**src/rtl/sercmd_pkg.sv**
```systemverilog
package sercmd_pkg;
  localparam logic START_VAL = 1'b1;
  localparam logic STOP_VAL  = 1'b0;
  localparam int unsigned OVERHEAD_BITS = 3;  // start, parity, stop

  function automatic int unsigned frame_len(input int unsigned cmd_w);
    return cmd_w + OVERHEAD_BITS;
  endfunction
endpackage

```
**src/rtl/sercmd_sclk_div.sv**
```systemverilog
module sercmd_sclk_div #(
  parameter int unsigned DIV_LAST = 1301
) (
  input  logic clk_i,
  input  logic rst_ni,
  input  logic run_i,
  output logic sclk_o,
  output logic fall_o
);
  localparam int unsigned CW = $clog2(DIV_LAST + 1);

  logic [CW-1:0] cnt_q;
  logic          sclk_q, sclk_d_q;

  always_ff @(posedge clk_i or negedge rst_ni) begin
    if (!rst_ni) begin
      cnt_q    <= '0;
      sclk_q   <= 1'b0;
      sclk_d_q <= 1'b0;
    end else if (!run_i) begin
      cnt_q    <= '0;
      sclk_q   <= 1'b0;
      sclk_d_q <= 1'b0;
    end else begin
      sclk_d_q <= sclk_q;
      if (cnt_q == CW'(DIV_LAST)) begin
        cnt_q  <= '0;
        sclk_q <= ~sclk_q;
      end else begin
        cnt_q <= cnt_q + 1'b1;
      end
    end
  end

  assign sclk_o = sclk_q;
  // falling edge seen in the fast domain, one cycle after it happens
  assign fall_o = run_i & sclk_d_q & ~sclk_q;
endmodule

```
**src/rtl/sercmd_launch_delay.sv**
```systemverilog
module sercmd_launch_delay #(
  parameter int unsigned DLY_LAST = 2,
  parameter int unsigned CW       = $clog2(DLY_LAST + 1)
) (
  input  logic          clk_i,
  input  logic          rst_ni,
  input  logic          en_i,
  output logic [CW-1:0] cnt_o,
  output logic          ovf_o
);
  logic [CW-1:0] cnt_q;

  always_ff @(posedge clk_i or negedge rst_ni) begin
    if (!rst_ni)                         cnt_q <= '0;
    else if (!en_i)                      cnt_q <= '0;
    else if (cnt_q != CW'(DLY_LAST))     cnt_q <= cnt_q + 1'b1;  // saturate
  end

  assign cnt_o = cnt_q;
  assign ovf_o = en_i & (cnt_q == CW'(DLY_LAST));
endmodule

```
**src/rtl/sercmd_frame_seq.sv**
```systemverilog
module sercmd_frame_seq
  import sercmd_pkg::*;
#(
  parameter int unsigned CMD_W = 8
) (
  input  logic             clk_i,
  input  logic             rst_ni,
  input  logic             start_i,
  input  logic [CMD_W-1:0] cmd_i,
  input  logic             fall_i,
  input  logic             ovf_i,
  output logic             busy_o,
  output logic             done_o,
  output logic             sdata_o,
  output logic             dly_en_o
);
  localparam int unsigned FRAME_BITS = frame_len(CMD_W);
  localparam int unsigned IW         = $clog2(FRAME_BITS + 1);

  logic                  busy_q, done_q, sdata_q, en_q;
  logic [IW-1:0]         idx_q;
  logic [FRAME_BITS-1:0] shreg_q;

  always_ff @(posedge clk_i or negedge rst_ni) begin
    if (!rst_ni) begin
      busy_q  <= 1'b0;
      done_q  <= 1'b0;
      sdata_q <= 1'b0;
      en_q    <= 1'b0;
      idx_q   <= '0;
      shreg_q <= '0;
    end else begin
      done_q <= 1'b0;
      if (!busy_q) begin
        en_q <= 1'b0;
        if (start_i) begin
          busy_q  <= 1'b1;
          idx_q   <= '0;
          shreg_q <= {START_VAL, cmd_i, ~^cmd_i, STOP_VAL};
        end
      end else if (fall_i) begin
        en_q <= 1'b1;
      end else if (ovf_i) begin
        en_q <= 1'b0;
        if (idx_q == IW'(FRAME_BITS)) begin
          // stop bit has had a full period
          busy_q  <= 1'b0;
          done_q  <= 1'b1;
          sdata_q <= 1'b0;
          idx_q   <= '0;
        end else begin
          sdata_q <= shreg_q[FRAME_BITS-1];
          shreg_q <= {shreg_q[FRAME_BITS-2:0], 1'b0};
          idx_q   <= idx_q + 1'b1;
        end
      end
    end
  end

  assign busy_o   = busy_q;
  assign done_o   = done_q;
  assign sdata_o  = sdata_q;
  assign dly_en_o = en_q;
endmodule

```
**src/rtl/sercmd_tx.sv**
```systemverilog
module sercmd_tx #(
  parameter int unsigned CMD_W    = 8,
  parameter int unsigned DIV_LAST = 1301,
  parameter int unsigned DLY_LAST = 2
) (
  input  logic             clk_i,
  input  logic             rst_ni,
  input  logic             start_i,
  input  logic [CMD_W-1:0] cmd_i,
  output logic             sclk_o,
  output logic             sdata_o,
  output logic             busy_o,
  output logic             done_o
);
  localparam int unsigned DLY_CW = $clog2(DLY_LAST + 1);

  logic              fall, ovf, dly_en, busy;
  logic [DLY_CW-1:0] dly_cnt;

  sercmd_sclk_div #(.DIV_LAST(DIV_LAST)) u_div (
    .clk_i  (clk_i),
    .rst_ni (rst_ni),
    .run_i  (busy),
    .sclk_o (sclk_o),
    .fall_o (fall)
  );

  sercmd_launch_delay #(.DLY_LAST(DLY_LAST), .CW(DLY_CW)) u_dly (
    .clk_i  (clk_i),
    .rst_ni (rst_ni),
    .en_i   (dly_en),
    .cnt_o  (dly_cnt),
    .ovf_o  (ovf)
  );

  sercmd_frame_seq #(.CMD_W(CMD_W)) u_seq (
    .clk_i    (clk_i),
    .rst_ni   (rst_ni),
    .start_i  (start_i),
    .cmd_i    (cmd_i),
    .fall_i   (fall),
    .ovf_i    (ovf),
    .busy_o   (busy),
    .done_o   (done_o),
    .sdata_o  (sdata_o),
    .dly_en_o (dly_en)
  );

  assign busy_o = busy;
endmodule

```
**config.mk**
```make
export PLATFORM = sky130hd
export DESIGN_NAME = sercmd_tx
export DESIGN_NICKNAME = d
export VERILOG_FILES = /design/src/rtl/sercmd_pkg.sv /design/src/rtl/sercmd_sclk_div.sv /design/src/rtl/sercmd_launch_delay.sv /design/src/rtl/sercmd_frame_seq.sv /design/src/rtl/sercmd_tx.sv
export SDC_FILE = /design/constraint.sdc
export NUM_CORES = 1
export LEC_CHECK = 0
export BUFFER_PORTS_ARGS = -buffer_cell sky130_fd_sc_hd__buf_2
export CELL_PAD_IN_SITES_DETAIL_PLACEMENT = 0
export CELL_PAD_IN_SITES_GLOBAL_PLACEMENT = 1
export CORE_ASPECT_RATIO = 0.75
export CORE_MARGIN = 3
export CORE_UTILIZATION = 30
export CTS_BUF_LIST = sky130_fd_sc_hd__clkbuf_16
export DETAILED_ROUTE_END_ITERATION = 8
export PLACE_DENSITY_LB_ADDON = 0.2
export SYNTH_ARGS = -nofsm -noshare
export SYNTH_HDL_FRONTEND = slang
export SYNTH_SLANG_ARGS = --single-unit
```
**constraint.sdc**
```tcl
create_clock -name clk_i -period 3.2 [get_ports clk_i]
set_input_delay 0.64 -clock clk_i [delete_from_list [all_inputs] [get_ports clk_i]]
set_output_delay 0.64 -clock clk_i [all_outputs]
set_load 0.01 [all_outputs]
```
==> metrics.txt <==
grt met2 use between 10% and 20%; Remaining Overflow, GRT 0; Adder-Cell Fraction of Synth Area 3.06%; clock buffer count from CTS 5; final setup TNS 0 ns; Multi-input gate area 771 µm²; max cap viols 0; required time of the critical path 3.32 ns; internal power 0.838 mW; overall global routing resource usage between 10% and 20%; Worst setup SP type flop; Min-Delay Path Class in2async; DR vias ~1200; Seq. cell area slightly above 800 µm²; Setup Skew around 0.0039 ns; Initial Util 32.2%; ANT nets after route 0; xor-xnor portion of the synthesized cell area under 10%; global-route wire length before repair 5440 µm; Fin. Hold Viols 0; CP max FO 22; DR vias/cell roughly 4.7; Routed WL 3210 µm; crit share post-route approximately 63%; postcts setup bufs 0; core area 5090 µm²; wire per inst between 10 and 15 µm; post-cts resize count 0; Sw Ratio about 28%; worst slew pin tran between 0.7 and 0.8 ns; dominant synthesized flop cell dfrtp_1; # IOs 15; Netlist Area Pre-Place 1640 µm²; CTS tree built; buffer depth of the longest clock path 2; Critical Setup Path Class reg2reg; met3 Use GR about 4.0%; Layout fillers around 500; CP startpoint u_seq.busy_o$_DFF_PN0_; post-synthesis sequential area ratio approximately half; Power Density slightly above 600 nW/µm²; most common cell after layout, fill and taps aside dfrtp_1; DRT Pass-1 Iters 4; YS warnings 0; largest net degree at the start of global routing 34; mux contribution to synthesized area roughly 5.5%; ant diodes 0; residual DRC count 0; M1 GR Usage between 10% and 20%; syn avg cell area slightly above 10 µm²; Tmin final about 2 ns; worst skew pair latency approximately 0.27 ns; GRT busiest layer met1; Post-CTS Hold Buffers 0; Final Slew Violations 0; P&R area growth vs syn 16.3%; number of synthesized flops with an enable pin 0; dpl hpwl 2320 µm; Synth Area in Simple Gates between 20% and 30%; row count 22; worst hold margin about 0.44 ns; Rel. slew slack a little under 50%; WP data arrival around 2.1 ns; combinational share of power 15.0%; Max VDD drop slightly below 0.2 mV; CTS clk-pin slew, worst paths around 0.05 ns; largest family of logic cells by synthesized area simple AND/OR/NAND/NOR gates; compound-cell area share of the yosys netlist a little over 9%; RSZ-0062 raised after global routing no; leading cell types in the layout, fill and taps excluded 33 x dfrtp_1, 20 x nand2_1, 14 x buf_2, 12 x nor2_1, 10 x xnor2_1; clock sink count 33; CP Capture Type flop; Reg power frac between 40% and 50%; H-tree depth reported by CTS 2; GP Congestion slightly below 0.8; Power Total between 1 and 1.5 mW; R2R Path Start u_seq.busy_o$_DFF_PN0_; initial antenna violation count 0; post-synth cell types 38; nets roughly 190; max frequency around 500 MHz; switching pwr between 0.3 and 0.4 mW; Clock power frac a little under two fifths; # port buffers 14; Leakage Power between 0.9 and 1 nW; Die Ht roughly 70 µm; Mapped Nets about 180; die area approximately 6400 µm²; ys async rst share 100%; status finished, final reports clean; clk root buf clkbuf_16; Final setup viols 0; vias in the first global route between 1000 and 1500; Post-Syn Instances 160; share of post-route cells with drive strength above 1 between 10 and 15%; Yosys reg bits 33; Die Wd ~91 µm; 1st-iter DRT viols 29
==> layout make-up <==
cell class                      instances  area share [%]
Clock buffer                            5            6.57
Clock inverter                          2           0.394
Inverter                                4           0.788
Multi-Input combinational cell        119            40.5
Sequential cell                        33            43.4
Tap cell                               72            4.73
Timing Repair Buffer                   14            3.68
==> routing by layer <==
layer | share of wire, % | up-vias
li1 | - | 589
met1 | 55 | 569
met2 | 41 | 19
met3 | 3.4 | 4
met4 | 0.72 | 0
met5 | 0 | -
==> logic make-up after synthesis <==
group / Yosys count
simple gates: 66
mux: 9
compound gates: 24
xor+xnor: 16
buf+inv: 8
fa+ha+maj: 4
flops: 33
==> power groups by stage <==
stage          sequential (mW)  clock (mW)  combinational, mW
4_1_cts                  0.550       0.448              0.175
5_1_grt                  0.560       0.462              0.201
6_report                 0.552       0.431              0.173
3_3_place_gp             0.555           0              0.168
2_1_floorplan            0.538           0              0.131
3_5_place_dp             0.557           0              0.174
==> synthesized netlist by cell type, drive strengths merged, types with 4 or more instances <==
cell / instances / area, µm²
nor2: 13 / 51.3
xnor2: 10 / 87.6
buf: 4 / 26.3
inv: 4 / 15.0
ha: 4 / 50.1
dfrtp: 33 / 826
nand2: 20 / 75.1
xor2: 6 / 52.6
nand4: 4 / 25.0
and2: 4 / 25.0
o21ai: 13 / 72.6
nand3: 7 / 35.0
mux2i: 9 / 90.1
==> through the flow <==
| step | cell area, µm² | std cells | util (%) | worst slack (ns) |
|---|---|---|---|---|
| after CTS | 1900 | 249 | 37.4 | 1.15 |
| after global placement | 1770 | 242 | 34.8 | 1.23 |
| after floorplan | 1640 | 160 | - | 1.65 |
| after global routing | 1900 | 249 | 37.4 | 0.976 |
| after detailed placement | 1770 | 242 | 34.8 | 1.17 |
| final | 1900 | 249 | 37.4 | 1.18 |
==> worst max-delay path: stages (launching register included) <==
cell and delay [ns]:
dfrtp_1 0.84, nand3_1 0.29, o31a_1 0.52, nand2_1 0.14, o21ai_1 0.07
==> path summary, 6_finish.rpt <==
kind                                                endpoint  slack (ns)  cells past startpoint
worst max-delay path            u_seq.shreg_q[6]$_DFFE_PN0P_        1.18                      4
worst min-delay path                u_div.cnt_q[8]$_DFF_PN0_        0.44                      1
worst max register to register  u_seq.shreg_q[6]$_DFFE_PN0P_        1.18                      4
worst min register to register     u_seq.sdata_o$_DFFE_PN0P_        0.48                      2
max in group asynchronous       u_seq.shreg_q[8]$_DFFE_PN0P_        2.29                      1
min in group clk_i                 u_seq.sdata_o$_DFFE_PN0P_        0.48                      2
==> sequential cells by signal (all words and copies together), names as in the netlist <==
name and cells:
u_seq.dly_en_o 1, u_seq.busy_o 1, u_dly.cnt_o 2, u_seq.shreg_q 10
u_seq.done_o 1, u_seq.idx_q 4, u_seq.sdata_o 1, u_div.sclk_d_q 1
u_div.sclk_o 1, u_div.cnt_q 11
Power figures use the tool's default switching activity.
